--- src/rtl/dbs_pkg.sv ---
package dbs_pkg;

  localparam int LANES = 4;
  localparam int DW    = 8 * LANES;

  typedef enum logic [1:0] {
    ACK_P32  = 2'b00,
    ACK_P16  = 2'b01,
    ACK_P8   = 2'b10,
    ACK_WAIT = 2'b11
  } ack_e;

  // Byte count encoded by a two-bit size code (00 means four).
  function automatic logic [2:0] size_count(input logic [1:0] code);
    return (code == 2'b00) ? 3'd4 : {1'b0, code};
  endfunction

  // Which outstanding operand byte a write places on lane position p.
  function automatic logic [1:0] wr_src(input int p, input logic [1:0] a);
    logic [1:0] idx;
    case (p)
      0:       idx = 2'd0;
      1:       idx = a[0] ? 2'd0 : 2'd1;
      2:       idx = (a == 2'd3) ? 2'd0 : 2'(2'd2 - a);
      default: idx = 2'(2'd3 - a);
    endcase
    return idx;
  endfunction

endpackage

--- src/rtl/dbs_ctrl.sv ---
module dbs_ctrl
  import dbs_pkg::*;
#(
  parameter int AW = 24
) (
  input  logic          clk,
  input  logic          rst_n,
  input  logic          start,
  input  logic          req_write,
  input  logic [1:0]    req_size,
  input  logic [AW-1:0] req_addr,
  input  logic [1:0]    ack_n,
  output logic          busy,
  output logic          write,
  output logic [AW-1:0] addr,
  output logic [2:0]    cnt,
  output logic [2:0]    take,
  output logic [1:0]    base,
  output logic          ack_ok,
  output logic          finish,
  output logic          load,
  output logic          done
);

  logic          busy_q, busy_n;
  logic          write_q, write_n;
  logic [AW-1:0] addr_q, addr_n;
  logic [2:0]    cnt_q, cnt_n;
  logic          done_q, done_n;
  logic [2:0]    lim;
  logic [1:0]    a;
  logic          step_en;

  assign a = addr_q[1:0];

  // Bytes this cycle can move, from the responder width and alignment.
  always_comb begin
    lim  = 3'd0;
    base = 2'd0;
    case (ack_n)
      ACK_P32: begin lim = 3'(3'd4 - {1'b0, a}); base = a; end
      ACK_P16: begin lim = 3'(3'd2 - {2'b00, a[0]}); base = {1'b0, a[0]}; end
      ACK_P8:  begin lim = 3'd1; base = 2'd0; end
      default: begin lim = 3'd0; base = 2'd0; end
    endcase
    take = (cnt_q < lim) ? cnt_q : lim;
  end

  assign load    = !busy_q && start;
  assign ack_ok  = busy_q && (ack_n != ACK_WAIT);
  assign finish  = ack_ok && (cnt_q == take);
  assign step_en = load || ack_ok;

  always_comb begin
    busy_n  = busy_q;
    write_n = write_q;
    addr_n  = addr_q;
    cnt_n   = cnt_q;
    done_n  = finish;
    if (load) begin
      busy_n  = 1'b1;
      write_n = req_write;
      addr_n  = req_addr;
      cnt_n   = size_count(req_size);
    end else if (ack_ok) begin
      addr_n = addr_q + AW'(take);
      cnt_n  = cnt_q - take;
      if (finish) busy_n = 1'b0;
    end
  end

  always_ff @(posedge clk or negedge rst_n) begin
    if (!rst_n) begin
      busy_q  <= 1'b0;
      write_q <= 1'b0;
      addr_q  <= '0;
      cnt_q   <= 3'd0;
      done_q  <= 1'b0;
    end else begin
      done_q <= done_n;
      if (step_en) begin
        busy_q  <= busy_n;
        write_q <= write_n;
        addr_q  <= addr_n;
        cnt_q   <= cnt_n;
      end
    end
  end

  assign busy  = busy_q;
  assign write = write_q;
  assign addr  = addr_q;
  assign cnt   = cnt_q;
  assign done  = done_q;


  start_accept_chk: assert property (@(posedge clk) disable iff (!rst_n)
    (!busy_q && start) |=> (busy_q && cnt_q != 3'd0));


  wait_hold_chk: assert property (@(posedge clk) disable iff (!rst_n)
    (busy_q && ack_n == ACK_WAIT) |=> (busy_q && $stable(addr_q) && $stable(cnt_q)));


  cnt_drop_chk: assert property (@(posedge clk) disable iff (!rst_n)
    (ack_ok && !finish) |=> (busy_q && cnt_q < $past(cnt_q)));


  done_pulse_chk: assert property (@(posedge clk) disable iff (!rst_n)
    done_q |=> !done_q);


  done_idle_chk: assert property (@(posedge clk) disable iff (!rst_n)
    done_q |-> !busy_q);

endmodule

--- src/rtl/dbs_wsteer.sv ---
module dbs_wsteer
  import dbs_pkg::*;
(
  input  logic [DW-1:0]    opr,
  input  logic [1:0]       a,
  input  logic [2:0]       cnt,
  input  logic             busy,
  input  logic             write,
  output logic [DW-1:0]    dout,
  output logic [LANES-1:0] be
);

  logic [7:0] rem [LANES];

  for (genvar k = 0; k < LANES; k++) begin : g_rem
    assign rem[k] = opr[DW-1-8*k -: 8];
  end

  // Lane position p is bus bits [31-8p : 24-8p].
  for (genvar p = 0; p < LANES; p++) begin : g_lane
    logic in_win;
    assign dout[DW-1-8*p -: 8] = rem[wr_src(p, a)];
    assign in_win = ({1'b0, a} <= 3'(p)) && (3'(p) < 3'({1'b0, a} + cnt));
    assign be[LANES-1-p] = busy && (!write || in_win);
  end

endmodule

--- src/rtl/dbs_gather.sv ---
module dbs_gather
  import dbs_pkg::*;
(
  input  logic          clk,
  input  logic          rst_n,
  input  logic          load,
  input  logic          ack_ok,
  input  logic [2:0]    take,
  input  logic [1:0]    base,
  input  logic [DW-1:0] din,
  output logic [DW-1:0] acc_next
);

  logic [DW-1:0] acc_q;
  logic [DW-1:0] nb;
  logic [7:0]    lane [LANES];
  logic          acc_en;

  for (genvar p = 0; p < LANES; p++) begin : g_lane
    assign lane[p] = din[DW-1-8*p -: 8];
  end

  // Collect this cycle's bytes in address order, right-aligned.
  always_comb begin
    nb = '0;
    for (int k = 0; k < LANES; k++) begin
      if (3'(k) < take) nb = {nb[DW-9:0], lane[2'(int'(base) + k)]};
    end
  end

  assign acc_en   = load || ack_ok;
  assign acc_next = load ? '0 : ((acc_q << {take, 3'b000}) | nb);

  always_ff @(posedge clk or negedge rst_n) begin
    if (!rst_n)      acc_q <= '0;
    else if (acc_en) acc_q <= acc_next;
  end


  acc_clear_chk: assert property (@(posedge clk) disable iff (!rst_n)
    load |=> (acc_q == '0));

endmodule

--- src/rtl/dbs_seq.sv ---
module dbs_seq
  import dbs_pkg::*;
#(
  parameter int AW = 24
) (
  input  logic          clk,
  input  logic          rst_n,
  input  logic          op_start,
  input  logic          op_write,
  input  logic [1:0]    op_size,
  input  logic [AW-1:0] op_addr,
  input  logic [31:0]   op_wdata,
  output logic          op_busy,
  output logic          op_done,
  output logic [31:0]   op_rdata,
  output logic          bus_cyc,
  output logic          bus_rw,
  output logic [AW-1:0] bus_addr,
  output logic [1:0]    bus_siz,
  output logic [3:0]    bus_be,
  output logic [31:0]   bus_dout,
  input  logic [31:0]   bus_din,
  input  logic [1:0]    bus_ack_n
);

  logic          busy, write, ack_ok, finish, load, done;
  logic [AW-1:0] addr;
  logic [2:0]    cnt, take;
  logic [1:0]    base;
  logic [DW-1:0] wop_q, wop_n, acc_next;
  logic [DW-1:0] rd_q;
  logic [5:0]    load_sh;
  logic          wop_en, rd_en;

  dbs_ctrl #(.AW(AW)) u_ctrl (
    .clk       (clk),
    .rst_n     (rst_n),
    .start     (op_start),
    .req_write (op_write),
    .req_size  (op_size),
    .req_addr  (op_addr),
    .ack_n     (bus_ack_n),
    .busy      (busy),
    .write     (write),
    .addr      (addr),
    .cnt       (cnt),
    .take      (take),
    .base      (base),
    .ack_ok    (ack_ok),
    .finish    (finish),
    .load      (load),
    .done      (done)
  );

  // Outstanding write bytes, left-aligned; shifted out as they are taken.
  assign load_sh = {3'(3'd4 - size_count(op_size)), 3'b000};
  assign wop_en  = load || ack_ok;
  assign wop_n   = load ? (op_wdata << load_sh) : (wop_q << {take, 3'b000});

  always_ff @(posedge clk or negedge rst_n) begin
    if (!rst_n)      wop_q <= '0;
    else if (wop_en) wop_q <= wop_n;
  end

  dbs_wsteer u_wsteer (
    .opr   (wop_q),
    .a     (addr[1:0]),
    .cnt   (cnt),
    .busy  (busy),
    .write (write),
    .dout  (bus_dout),
    .be    (bus_be)
  );

  dbs_gather u_gather (
    .clk      (clk),
    .rst_n    (rst_n),
    .load     (load),
    .ack_ok   (ack_ok),
    .take     (take),
    .base     (base),
    .din      (bus_din),
    .acc_next (acc_next)
  );

  assign rd_en = finish && !write;

  always_ff @(posedge clk or negedge rst_n) begin
    if (!rst_n)     rd_q <= '0;
    else if (rd_en) rd_q <= acc_next;
  end

  assign op_busy  = busy;
  assign op_done  = done;
  assign op_rdata = rd_q;
  assign bus_cyc  = busy;
  assign bus_rw   = !write;
  assign bus_addr = addr;
  assign bus_siz  = cnt[1:0];


  be_write_chk: assert property (@(posedge clk) disable iff (!rst_n)
    (bus_cyc && !bus_rw) |-> (bus_be != 4'b0000 && $countones(bus_be) <= int'(size_count(bus_siz))));


  be_idle_chk: assert property (@(posedge clk) disable iff (!rst_n)
    !bus_cyc |-> (bus_be == 4'b0000));


  rw_stable_chk: assert property (@(posedge clk) disable iff (!rst_n)
    (bus_cyc && $past(bus_cyc)) |-> $stable(bus_rw));

endmodule

--- config.mk ---
export PLATFORM = sky130hd
export DESIGN_NAME = dbs_seq
export DESIGN_NICKNAME = d
export VERILOG_FILES = /design/src/rtl/dbs_pkg.sv /design/src/rtl/dbs_ctrl.sv /design/src/rtl/dbs_wsteer.sv /design/src/rtl/dbs_gather.sv /design/src/rtl/dbs_seq.sv
export SDC_FILE = /design/constraint.sdc
export NUM_CORES = 1
export LEC_CHECK = 0
export BUFFER_PORTS_ARGS = -buffer_cell sky130_fd_sc_hd__buf_2
export CELL_PAD_IN_SITES_DETAIL_PLACEMENT = 1
export CELL_PAD_IN_SITES_GLOBAL_PLACEMENT = 1
export CORE_UTILIZATION = 35
export CTS_BUF_LIST = sky130_fd_sc_hd__clkbuf_16
export CTS_CLUSTER_DIAMETER = 30
export DETAILED_ROUTE_END_ITERATION = 8
export HOLD_SLACK_MARGIN = 0.12
export PLACE_DENSITY_LB_ADDON = 0.12
export SLEW_MARGIN = 20
export SYNTH_ARGS = -nofsm -noshare
export SYNTH_HDL_FRONTEND = slang
export SYNTH_SLANG_ARGS = --single-unit
--- constraint.sdc ---
create_clock -name clk -period 7.9 [get_ports clk]
set_input_delay 1.58 -clock clk [delete_from_list [all_inputs] [get_ports clk]]
set_output_delay 1.58 -clock clk [all_outputs]
set_load 0.01 [all_outputs]
Word level (Yosys, flattened, before mapping)
Cells that the tools add are included.
Widths: inputs -> output; s select.
{"block": "totals", "mem_bits_rw": 0, "romBits": 0, "output_inout_bits": 98, "latch_bits": 0, "n_memories": 0, "inputBits": 96, "wordCells": 119, "register_bits": 126}
{"block": "classes", "n_bitwise": 8, "n_shift": 3, "div_mod_pow": 0, "muxes": 40, "mul": 0, "reduce_logical": 25, "eq_ne": 5, "add_sub_neg": 11, "order_cmp": 19}
{"op": "$mux 32", "n": 5}
{"op": "$mux 8", "n": 15}
{"op": "$bmux 8 s2", "n": 7}
{"op": "$shl 32x6->32", "n": 3}
{"op": "$mux 24", "n": 2}
{"op": "$or 32x32->32", "n": 1}
{"op": "$add 24x3->24", "n": 1}
{"op": "$ge 2x3->1 const B", "n": 4}
{"op": "$lt 1x3->1 const A", "n": 4}
{"op": "$lt 2x3->1 const A", "n": 4}
{"op": "$mux 3", "n": 4}
{"op": "$logic_and 1x1->1", "n": 11}
{"op": "$ge 3x3->1 const B", "n": 3}
{"op": "$not 2->3", "n": 3}
{"op": "$pmux 3 s3", "n": 1}
{"op": "$not 2->2", "n": 4}
{"op": "$logic_or 1x1->1", "n": 5}
{"op": "$add 2x2->2 const B", "n": 2}
{"op": "$eq 2x2->1 const B", "n": 2}
{"op": "$le 2x1->1 const B", "n": 2}
{"op": "$logic_not 2->1", "n": 2}
{"op": "$mux 1", "n": 4}
{"op": "$pmux 2 s2", "n": 1}
{"op": "$reduce_and 2->1", "n": 2}
{"op": "16 further kinds", "n": 19}

Logic depth before layout (Yosys ltp)
Gate-level depths: netlist (run 1).
{"block": "depth", "word_depth": 12, "depth_mapped": 21, "ltp_nobuf": 18}

Hierarchy
A second synthesis (run 1) with hierarchy kept.
{"block": "hier_totals", "hier_cells": 987, "hier_area_um2": 9371.5}
{"module": "dbs_gather", "seq_area_each_um2": 800.8, "area_each_um2": 3424.5, "instances": 1, "cells_per_inst": 401}
{"module": "dbs_seq", "seq_area_each_um2": 1601.5, "area_each_um2": 3395.8, "instances": 1, "cells_per_inst": 300}
{"module": "dbs_ctrl", "seq_area_each_um2": 750.7, "area_each_um2": 1879.3, "instances": 1, "cells_per_inst": 219}
{"module": "dbs_wsteer", "seq_area_each_um2": 0.0, "area_each_um2": 671.9, "instances": 1, "cells_per_inst": 67}

Worst setup path before layout (run 1)
OpenSTA, ideal clock, no wires.
{"block": "synth_timing", "path_kind": "input -> register", "start": "in bus_ack_n[1]", "end": "reg u_ctrl.addr_q[19], in the netlist u_ctrl.addr[19]", "setup_slack_ns": 2.571, "n_path_buf": 5, "t_arrival_ns": 5.246, "required_ns": 7.817, "stages": 20, "setup_time_ns": 0.083, "path_cell_list": "buf_2 > clkbuf_1 > clkbuf_1 > nor2_1 > nand2_1 > ha_1 > a211o_1 > buf_2 > a21oi_1 > nor3_1 > buf_2 > nor2_1 > inv_1 > ha_1 > a21o_1 > a21oi_1 > nor4_1 > nand3_1 > xor2_1 > o21ai_0"}
{"block": "synth_via", "elab_chain_len": 7, "word_cells_on_any_way": 14, "classes_between": "add/sub: 1; order compare: 1; eq/ne: 3; mux: 4; reduce/logical: 5"}
{"item": "start: declaration", "line": "dbs_seq.sv:23", "rtl": "input logic [1:0] bus_ack_n"}
{"item": "$eq 2x2->1 (tied with other cells)", "line": "dbs_ctrl.sv:40", "rtl": "case (ack_n)"}
{"item": "$pmux 3 s3", "line": "dbs_ctrl.sv:40"}
{"item": "$lt 3x3->1", "line": "dbs_ctrl.sv:46", "rtl": "take = (cnt_q < lim) ? cnt_q : lim;"}
{"item": "$mux 3", "line": "dbs_ctrl.sv:46"}
{"item": "$add 24x3->24", "line": "dbs_ctrl.sv:66", "rtl": "addr_n = addr_q + AW'(take);"}
{"item": "$mux 24", "line": "dbs_ctrl.sv:65", "rtl": "end else if (ack_ok) begin"}
{"item": "$mux 24", "line": "dbs_ctrl.sv:60", "rtl": "if (load) begin"}
{"item": "end signal: assignment", "line": "dbs_ctrl.sv:84", "rtl": "addr_q <= addr_n;"}
{"item": "end: declaration", "line": "dbs_ctrl.sv:27", "rtl": "logic [AW-1:0] addr_q, addr_n;"}
Several ways; a longest one is shown, not always the timed one. The select of a mux whose other input is x is not followed.
A chain may end at the register's enable or synchronous reset.

Worst setup path after layout (run 1)
{"block": "layout_timing", "start": "in bus_ack_n[1]", "end": "reg u_ctrl.addr_q[18], in the netlist u_ctrl.addr[18]"}
Same word-level chain as after synthesis.

==> metrics.txt, run 1 <==
placed inst area around 0.011 mm²; GR Util All Layers 0.265; Vias 9,911; full die area 0.0279 mm²; Async SR Flop Fraction 1.00; met3 wire len 1510 µm; Top FF cell, synth dfrtp_1; post_cts resized 0; Rel. slew slack 0.306; CP bufs+invs 4; antenna violations before repair 0; Starting Density 0.355; placed insts 1,613; Pwr Total 5.14 mW; nets@finish 1,404; WP data required 8.20 ns; Peak VDD IR roughly 0.20 mV; critical path launch point type primary input; WL/cell 22.2 µm; Arrival @ worst endpoint approximately 5.9 ns; critical path class in -> reg; num rows 60; CTS Sinks 126; fraction of post-synthesis cell area in the top cell type by area 0.330; post-route cell area 0.0113 mm²; CP max FO 33; non-filler instance count after layout 1,646; Max Cap Viol 0; metal2 WL 17,600 µm; highest routed layer met4; Clk pin slew, worst setup/hold paths 0.07 ns; synth warn 0; Fmax achieved roughly 180 MHz; total core area 0.0269 mm²; Syn Inst Count 1,170; DR iter-0 viols 754; Num CTS Buffers 17; RSZ-0062 raised after global routing false; top cells by area, synth dfrtp_1, o21ai_0, nand2_1; ANT nets after route 0; CTS tree done; Clock Path Buffers 2; slew of the pin with the lowest slew margin a little over 1 ns; Buffers on Ports 193; GP Congestion between 0.8 and 0.9; utilization after layout 0.419; P_leak 4.97 nW; Post-CTS Hold Fix Bufs 0; pin count of the biggest net entering global routing 73; DPL Wire Length 25,500 µm; drt first pass iters 8; CP Cell Sequence buf_2 -> nor2_1 -> nand2_1 -> ha_1 -> a211o_1 -> buf_4 -> a21o_1 -> a21boi_2 -> buf_4 -> nor2_1 -> inv_1 -> fa_1 -> a21o_1 -> nand4_1 -> nor2_1 -> and2_1 -> xnor2_1 -> o21ai_0; Skew-Pair Late Insertion Delay 0.43 ns; Worst path most repeated cell nor2_1; Synth cell types slightly above 70; Max stage delay on crit path 0.51 ns; Hold Fails Final Rpt 0; Yosys reg bits between 100 and 150; top cell type by total area after synthesis dfrtp_1; Synth Area per Inst between 8 and 9 µm²; # Post-CTS Setup Buffers 0; met1 wire length between 15,000 and 20,000 µm; grt total ovfl 0; Die H roughly 170 µm; DR DRC count 0; Die Wd 167 µm; status completed; Post-synth EDFFs 0; clk root buf clkbuf_16; Slew Viols, Final 0; n_diodes 0; post-synthesis sequential area ratio 0.330; Synth Net Count about 1,300; Crit-path slowest cell buf_2; Crit. End Element flip-flop; Final Cycle Share 0.706; drt via density 6.02; HP Class reg -> reg; Setup-failing EPs final 0; final critical-path required period about 5.6 ns; area growth from synthesis to layout 18.1%; Ports 194; final wirelength 36,500 µm; Post-Syn Area 0.00954 mm²; vias in the first global route about 10,000; clock skew 0.00938 ns; layout filler cell count 3,290; layout cell share with drive strength beyond 1 0.235; CTS H-tree depth 4; first-pass GRT wire length 58,500 µm; setup TNS 0 ns; Crit path max-delay family buffers and inverters; Pwr per Cell Area 456 mW/mm²
-- per-stage QoR --
stage	hold slack, ns	worst slack (ns)
after floorplan	0.456	2.57
after global placement	0.462	2.02
after detailed placement	0.469	1.91
after CTS	0.482	2.37
after global routing	0.510	1.95
final	0.474	2.32
-- metal layers --
metal  global-route usage  vias up
met4                0.110        0
met5                    0        -
li1                     -     4599
met3               0.0352       56
met2                0.437      273
met1                0.349     4983
-- worst reg2reg max path, stage by stage, from the launching register on --
cell      delay [ns]
dfrtp_2         0.40
inv_1           0.16
ha_1            0.70
nand2_1         0.22
ha_1            0.41
a211o_1         0.47
buf_4           0.30
a21o_1          0.25
a21boi_2        0.14
buf_4           0.33
nor2_1          0.11
inv_1           0.25
fa_1            0.29
a21o_1          0.17
nand4_1         0.24
nor2_1          0.28
and2_1          0.18
xnor2_1         0.11
o21ai_0         0.08
-- layout by cell type, fill, tap and decap left out, drive strengths merged, types with 6 or more instances in the layout --
master  instances
a211oi         37
a21oi          87
a221oi         17
a222oi         14
a22o           14
a22oi           6
a31oi          19
and2           13
and3           16
buf           217
clkbuf         17
dfrtp         126
ha             14
inv            22
mux2           24
mux2i          32
mux4           13
nand2         146
nand2b          9
nand3          62
nand4          20
nor2           80
nor2b          13
nor3           15
nor4            6
o211ai         16
o21a            9
o21ai         132
o22a            8
o22ai           9
o31ai          14
xnor2           8
xor2           14
-- cell families after synthesis --
logic type / synth area share
AOI/OAI and AO/OA: 0.282
and+or+nand+nor: 0.193
buffers and inverters: 0.0591
DFF: 0.330
muxes: 0.0934
xor gates and xnor gates: 0.0202
adders and majority gates: 0.0226
-- final timing paths --
kind | startpoint | to | slack (ns) | cells after the start
worst max-delay path | bus_ack_n[1] | u_ctrl.addr[18] | 2.32 | 18
worst min-delay path | op_rdata[11] | op_rdata[11] | 0.47 | 2
worst max register to register | u_ctrl.addr[0] | u_ctrl.addr[18] | 2.69 | 18
worst min register to register | op_rdata[11] | op_rdata[11] | 0.47 | 2
max in group asynchronous | rst_n | u_gather.acc_q[13] | 5.62 | 3
min in group asynchronous | rst_n | op_rdata[1] | 1.11 | 1
-- flip-flops by register name, summed over array words and instances, names as in the netlist --
name / cells
op_rdata: 32
u_ctrl.addr: 24
u_ctrl.busy: 1
u_ctrl.cnt: 3
u_ctrl.done: 1
u_ctrl.write: 1
u_gather.acc_q: 32
wop_q: 32
-- cells in the mapped netlist, types with 3 or more instances --
cell and n:
nand2_1 146, dfrtp_1 126, o21ai_0 124, a21oi_1 85, nor2_1 80, clkbuf_1 63
nand3_1 62, a211oi_1 37, mux2i_1 32, buf_2 28, mux2_2 22, nand4_1 20
a31oi_1 19, a221oi_1 17, and3_1 16, o211ai_1 16, nor3_1 15, a222oi_1 14
a22o_1 14, ha_1 14, o31ai_1 14, xor2_1 14, and2_1 13, inv_1 13
mux4_2 13, nor2b_1 13, buf_4 12, buf_1 11, nand2b_1 9, o21a_1 9
o22ai_1 9, o21ai_1 8, o22a_1 8, xnor2_1 8, a22oi_1 6, nor4_1 6
a211o_1 3, a21boi_0 3, a21o_1 3, a311oi_1 3, o211a_1 3
-- report_power, final --
group,internal (mW),total (mW),switching [mW]
logic,1.15,3.13,1.97
registers,0.932,1.22,0.284
clock network,0.470,0.797,0.327
-- final cells by class --
type                            instances  area (µm²)  area share
Tap cell                              341         427      0.0379
Clock buffer                           17         425      0.0377
Multi-Input combinational cell        915        5880       0.522
Inverter                               15        56.3     0.00499
Clock inverter                         15         161      0.0143
Timing Repair Buffer                  217        1160       0.103
Sequential cell                       126        3150       0.280
(Power assumes the default switching activity.)
==> run 2, diff against run 1 <==
==> constraint.sdc (replaced) <==
create_clock -name clk -period 4.9 [get_ports clk]
set_input_delay 0.98 -clock clk [delete_from_list [all_inputs] [get_ports clk]]
set_output_delay 0.98 -clock clk [all_outputs]
set_load 0.01 [all_outputs]
==> run 2 against run 1 <==
Against the previous run: register-to-register slack got worse by 2.3 ns; clock power up 67%; die area unchanged; combinational power increased by 64%; cell count increased by 0.49%; critical path depth increased by 1; core utilization is 0.21 points higher; critical endpoint is now u_ctrl.addr[23]; largest cell class unchanged; highest routed layer unchanged.
==> metrics.txt, run 2 (same netlist as run 1, synthesis figures left out) <==
Peak VDD IR 0.358 mV (was 0.200 mV); R2R Path End u_ctrl.addr[23] (was u_ctrl.addr[18]); area growth from synthesis to layout 18.7% (was 18.1%); critical path launch point type flip-flop (was primary input); Clk pin slew, worst setup/hold paths 0.06 ns (was 0.07 ns); commonest non-fill, non-tap cell in the layout buf_2 (unchanged); clock skew 0.0148 ns (was 0.00938 ns); layout filler cell count 3,328 (was 3,290); CTS tree done (unchanged); CP bufs+invs 4 (unchanged); Worst R2R Start u_ctrl.addr[0] (unchanged); Crit-path slowest cell dfrtp_2 (was buf_2); setup TNS 0 ns (unchanged); DR DRC count 0 (unchanged); CP Cell Sequence inv_1 -> ha_1 -> nand2b_1 -> a21oi_4 -> inv_2 -> ha_1 -> o21a_1 -> or2_0 -> a21boi_2 -> nor2_1 -> inv_1 -> ha_1 -> a21o_1 -> a21oi_1 -> nor4_1 -> buf_4 -> nand3_1 -> xor2_1 -> o21ai_0 (was buf_2 -> nor2_1 -> nand2_1 -> ha_1 -> a211o_1 -> buf_4 -> a21o_1 -> a21boi_2 -> buf_4 -> nor2_1 -> inv_1 -> fa_1 -> a21o_1 -> nand4_1 -> nor2_1 -> and2_1 -> xnor2_1 -> o21ai_0); CTS H-tree depth 4 (unchanged); # Post-CTS Setup Buffers 0 (unchanged); HP Class reg -> reg (unchanged); ANT nets after route 0 (unchanged); Vias 9,961 (was 9,911); post_cts resized 0 (unchanged); nets@finish 1,414 (was 1,404); DR iter-0 viols 735 (was 754); pre-CTS setup slack 0.384 ns (was 1.91 ns); total core area 0.0269 mm² (unchanged); DPL Wire Length 25,800 µm (was 25,500 µm); status completed (unchanged); Ports 194 (unchanged); Critical Path Start u_ctrl.addr[0] (was bus_ack_n[1]); first-pass GRT wire length 59,700 µm (was 58,500 µm); P_leak 5.00 nW (was 4.97 nW); Max Cap Viol 0 (unchanged); Buffers on Ports 193 (unchanged); GP Congestion 0.856 (was 0.861); Post-CTS Hold Fix Bufs 0 (unchanged); end of the critical path u_ctrl.addr[23] (was u_ctrl.addr[18]); non-filler instance count after layout 1,654 (was 1,646); Crit path max-delay family simple AND/OR/NAND/NOR gates (was buffers and inverters); n_diodes 0 (unchanged); final critical-path required period 4.46 ns; WP data required 5.24 ns (was 8.20 ns); Hold Fails Final Rpt 0 (unchanged); Die H 167 µm (unchanged); grt total ovfl 0 (unchanged); Pwr per Cell Area 744 mW/mm² (was 456 mW/mm²); clk root buf clkbuf_16 (unchanged); layout cell share with drive strength beyond 1 0.238 (was 0.235); commonest non-fill, non-tap cells in the layout buf_2, nand2_1, dfrtp_1 (unchanged); Clock Path Buffers 2 (unchanged); Setup-failing EPs final 0 (unchanged); Crit path depth 19 (was 18); WL/cell 22.4 µm (was 22.2 µm); pin count of the biggest net entering global routing 94 (was 73); RSZ-0062 raised after global routing false (unchanged); Die Wd 167 µm (unchanged); Fmax achieved 224 MHz; drt via density 6.02 (about the same); CP max FO 20 (was 33); drt first pass iters 5 (was 8); Starting Density 0.355 (unchanged); placed insts 1,624 (was 1,613); Skew-Pair Late Insertion Delay 0.43 ns (about the same); Slew Viols, Final 0 (unchanged); utilization after layout 0.422 (was 0.419); Reg2Reg Depth 19 (was 18); Final Cycle Share 0.911; final wirelength 37,100 µm (was 36,500 µm); Rel. slew slack 0.326 (was 0.306); full die area 0.0279 mm² (unchanged); Worst path most repeated cell ha_1 (was nor2_1); num rows 60 (unchanged); Arrival @ worst endpoint 4.81 ns (was 5.87 ns); reg-to-reg slack, setup 0.44 ns (was 2.69 ns); GR Util All Layers 0.271 (was 0.265); antenna violations before repair 0 (unchanged); WHS 0.472 ns (was 0.474 ns); slew of the pin with the lowest slew margin 1.01 ns (was 1.04 ns); Crit. End Element flip-flop (unchanged); critical path class reg -> reg (was in -> reg); Final WS setup 0.437 ns (was 2.32 ns); Num CTS Buffers 17 (unchanged); vias in the first global route 10,400 (was 10,200); Max stage delay on crit path 0.62 ns (was 0.51 ns); CTS Sinks 126 (unchanged)
## run 2: changes by cell type in the layout (fill, tap and decap cells not counted), sizes merged
| cell | delta |
|---|---|
| bufinv | +1 |
| inv | -3 |
| buf | +10 |
## run 2: layer usage
metal / GRT usage / vias to the layer above / share of wire
li1: - / 4613 / -
met1: 0.354 / 4945 / 0.44
met2: 0.454 / 329 / 0.48
met3: 0.0331 / 74 / 0.044
met4: 0.114 / 0 / 0.033
met5: 0 / - / 0
## run 2: final cells by class
class                           instances  area [µm²]  share of cell area
Tap cell                              341         427              0.0377
Sequential cell                       126        3150               0.278
Multi-Input combinational cell        915        5870               0.518
Inverter                               15        56.3             0.00497
Timing Repair Buffer                  227        1230               0.108
Clock buffer                           17         425              0.0376
Clock inverter                         13         165              0.0146
## run 2: worst min path at each step
stage,start,end,slack [ns],cells past startpoint
3_3_place_gp,op_rdata[28],op_rdata[28],0.46,2
3_5_place_dp,op_rdata[14],op_rdata[14],0.47,2
6_report,op_rdata[14],op_rdata[14],0.47,2
5_1_grt,op_rdata[14],op_rdata[14],0.50,2
2_1_floorplan,u_gather.acc_q[13],u_gather.acc_q[13],0.46,2
4_1_cts,op_rdata[14],op_rdata[14],0.48,2
## run 2: power breakdown
group	switching, mW	leakage [nW]	internal (mW)	total [mW]
Clock	0.532	0.285	0.798	1.33
Combinational	3.22	3.13	1.90	5.12
Sequential	0.477	1.59	1.50	1.98
## run 2: stage by stage
step | power (mW) | cell area (µm²)
after floorplan | 5.26 | 9540
after global placement | 6.97 | 10700
after detailed placement | 7.07 | 10700
after CTS | 8.45 | 11300
after global routing | 9.04 | 11300
final | 8.43 | 11300
## run 2: tightest hold or removal path: cells and delay by family, from the launching register on
kind / cells / cell delay, ns
flops: 1 / 0.34
simple gates: 1 / 0.04
compound gates: 1 / 0.06
==> run 3, diff against run 2 <==
--- a/config.mk
+++ b/config.mk
@@ -6,6 +6,7 @@
 export NUM_CORES = 1
 export LEC_CHECK = 0
 export BUFFER_PORTS_ARGS = -buffer_cell sky130_fd_sc_hd__buf_2
+export CAP_MARGIN = 20
 export CELL_PAD_IN_SITES_DETAIL_PLACEMENT = 1
 export CELL_PAD_IN_SITES_GLOBAL_PLACEMENT = 1
 export CORE_UTILIZATION = 35
@@ -14,6 +15,7 @@
 export DETAILED_ROUTE_END_ITERATION = 8
 export HOLD_SLACK_MARGIN = 0.12
 export PLACE_DENSITY_LB_ADDON = 0.12
+export RECOVER_POWER = 100
 export SLEW_MARGIN = 20
 export SYNTH_ARGS = -nofsm -noshare
 export SYNTH_HDL_FRONTEND = slang
==> run 3 against run 2 <==
Against the previous run: the flow now finishes with violations (capacitance limit, slew limit); count of clock-buffer cells in the layout did not move; register-to-register slack got worse by 0.09 ns; core utilization shrank 0.58 points; via count shrank 0.80%; critical path depth fell by 7; global-route usage did not move; worst hold slack improved by 0.0029 ns; first-iteration DRC count up 9.0%; die area unchanged; cell count did not move; sequential power about the same.
==> metrics.txt, run 3 (same netlist as run 1, synthesis figures left out) <==
status finished, violations left (was completed); failing checks capacitance limit, slew limit; CTS Sinks 126 (unchanged); WHS 0.475 ns (was 0.472 ns); non-filler instance count after layout 1,654 (unchanged); commonest non-fill, non-tap cells in the layout nand2_1, o21ai_0, dfrtp_1 (was buf_2, nand2_1, dfrtp_1); CP Cell Sequence inv_1 -> ha_1 -> nand2b_1 -> a21oi_4 -> inv_2 -> ha_1 -> o21a_1 -> o211ai_1 -> clkbuf_2 -> mux2_1 -> a2111o_1 -> a32o_1 (was inv_1 -> ha_1 -> nand2b_1 -> a21oi_4 -> inv_2 -> ha_1 -> o21a_1 -> or2_0 -> a21boi_2 -> nor2_1 -> inv_1 -> ha_1 -> a21o_1 -> a21oi_1 -> nor4_1 -> buf_4 -> nand3_1 -> xor2_1 -> o21ai_0); Clock Path Buffers 2 (unchanged); Crit path max-delay family compound AO/OA/AOI/OAI gates (was simple AND/OR/NAND/NOR gates); pin count of the biggest net entering global routing 94 (unchanged); critical path launch point type flip-flop (unchanged); placed insts 1,624 (unchanged); Ports 194 (unchanged); met3 wire len 1500 µm (was 1640 µm); Slew Viols, Final 94 (was 0); first-pass GRT wire length 59,700 µm (unchanged); num rows 60 (unchanged); Die H 167 µm (unchanged); antenna violations before repair 0 (unchanged); GP Congestion 0.856 (unchanged); Pwr per Cell Area 742 mW/mm² (was 744 mW/mm²); layout cell share with drive strength beyond 1 0.159 (was 0.238); P_leak 4.68 nW (was 5.00 nW); Post-CTS Hold Fix Bufs 0 (unchanged); total core area 0.0269 mm² (unchanged); Hold Fails Final Rpt 0 (unchanged); area growth from synthesis to layout 17.1% (was 18.7%); full die area 0.0279 mm² (unchanged); vias in the first global route 10,400 (unchanged); Vias 9,881 (was 9,961); WL/cell 22.5 µm (was 22.4 µm); Arrival @ worst endpoint 4.86 ns (was 4.81 ns); met1 wire length 16,700 µm (was 16,500 µm); DPL Wire Length 25,800 µm (unchanged); CTS tree done (unchanged); Comb pwr share 0.600 (was 0.607); nets@finish 1,414 (unchanged); Buffers on Ports 193 (unchanged); Num CTS Buffers 17 (unchanged); critical path class reg -> reg (unchanged); # Post-CTS Setup Buffers 0 (unchanged); Final WS setup 0.345 ns (was 0.437 ns); sequential power share 0.240 (was 0.235); HP Class reg -> reg (unchanged); Fmax achieved 220 MHz (was 224 MHz); DR iter-0 viols 801 (was 735); ANT nets after route 0 (unchanged); CP max FO 37 (was 20); Reg2Reg Depth 12 (was 19); metal2 WL 17,900 µm (was 17,800 µm); Max stage delay on crit path 0.71 ns (was 0.62 ns); drt first pass iters 5 (unchanged); Setup-failing EPs final 0 (unchanged); Multi-input gate area 0.00586 mm² (was 0.00587 mm²); clk root buf clkbuf_16 (unchanged); GR Util All Layers 0.271 (unchanged); WP data required 5.21 ns (was 5.24 ns); Rel. slew slack -0.748 (was 0.326); slew of the pin with the lowest slew margin 2.62 ns (was 1.01 ns); n_diodes 0 (unchanged); clock skew 0.0141 ns (was 0.0148 ns); final critical-path required period 4.56 ns (was 4.46 ns); RSZ-0062 raised after global routing false (unchanged); Worst path most repeated cell ha_1 (unchanged); highest routed layer met4 (unchanged); Crit path depth 12 (was 19); commonest non-fill, non-tap cell in the layout nand2_1 (was buf_2); Crit. End Element flip-flop (unchanged); Crit-path slowest cell clkbuf_2 (was dfrtp_2); clock power share 0.160 (was 0.158); post_cts resized 0 (unchanged); Die Wd 167 µm (unchanged); grt total ovfl 0 (unchanged); Int Pwr 4.06 mW (was 4.20 mW); Peak VDD IR 0.355 mV (was 0.358 mV); CTS H-tree depth 4 (unchanged); Net Sw Power 4.23 mW (was 4.22 mW); Skew-Pair Late Insertion Delay 0.43 ns (about the same); CP bufs+invs 3 (was 4); layout filler cell count 3,361 (was 3,328); FF/Latch Area 0.00315 mm² (unchanged); Hold Crit Depth 2 (unchanged); setup TNS 0 ns (unchanged); Max Cap Viol 1 (was 0); pre-CTS setup slack 0.384 ns (unchanged); Switching Share 0.510 (was 0.501); drt via density 5.97 (was 6.02); Starting Density 0.355 (unchanged); final wirelength 37,200 µm (was 37,100 µm); Final Cycle Share 0.930 (was 0.911); DR DRC count 0 (unchanged); Clk pin slew, worst setup/hold paths 0.06 ns (about the same)
## run 3: cell count changes in the layout (fill, tap and decap cells not counted), sizes merged
cell	previous run	this run
buf	227	129
clkbuf	17	115
## run 3: worst min-delay path, cell delays in order (launching register included)
cell and delay (ns):
dfrtp_1 0.34, nand2_1 0.04, o21ai_0 0.06
## run 3: cell type report
type / count / area share
clock inverters: 13 / 0.0148
flip-flops and latches: 126 / 0.282
repair buffers: 227 / 0.0971
inverters: 15 / 0.00504
clock buffers: 17 / 0.0381
multi-input cells: 915 / 0.525
well taps: 341 / 0.0382
## run 3: worst paths after layout
kind | to | slack, ns | from
hold reg to reg | op_rdata[14] | 0.47 | op_rdata[14]
setup reg to reg | u_gather.acc_q[15] | 0.34 | u_ctrl.addr[0]
max in group asynchronous | op_rdata[15] | 1.54 | rst_n
setup / recovery | u_gather.acc_q[15] | 0.34 | u_ctrl.addr[0]
hold / removal | op_rdata[14] | 0.47 | op_rdata[14]
min in group asynchronous | op_rdata[1] | 1.33 | rst_n
## run 3: power by group through the flow
stage | clock network (mW) | logic [mW] | registers [mW]
2_1_floorplan | 0 | 3.34 | 1.92
3_3_place_gp | 0 | 4.98 | 1.98
3_5_place_dp | 0 | 5.08 | 1.99
4_1_cts | 1.34 | 5.12 | 1.98
5_1_grt | 1.38 | 5.45 | 2.06
6_report | 1.33 | 4.98 | 1.99
## run 3: metrics by stage
stage	util	power, mW	cell area [µm²]
after global routing	0.416	8.89	11200
after global placement	0.400	6.97	10700
after CTS	0.422	8.45	11300
after detailed placement	0.400	7.07	10700
final	0.416	8.30	11200
after floorplan	-	5.26	9540
## run 3: metal layers
| layer | global-route usage | vias up |
|---|---|---|
| li1 | - | 4627 |
| met1 | 0.354 | 4888 |
| met2 | 0.454 | 300 |
| met3 | 0.0331 | 66 |
| met4 | 0.114 | 0 |
| met5 | 0 | - |
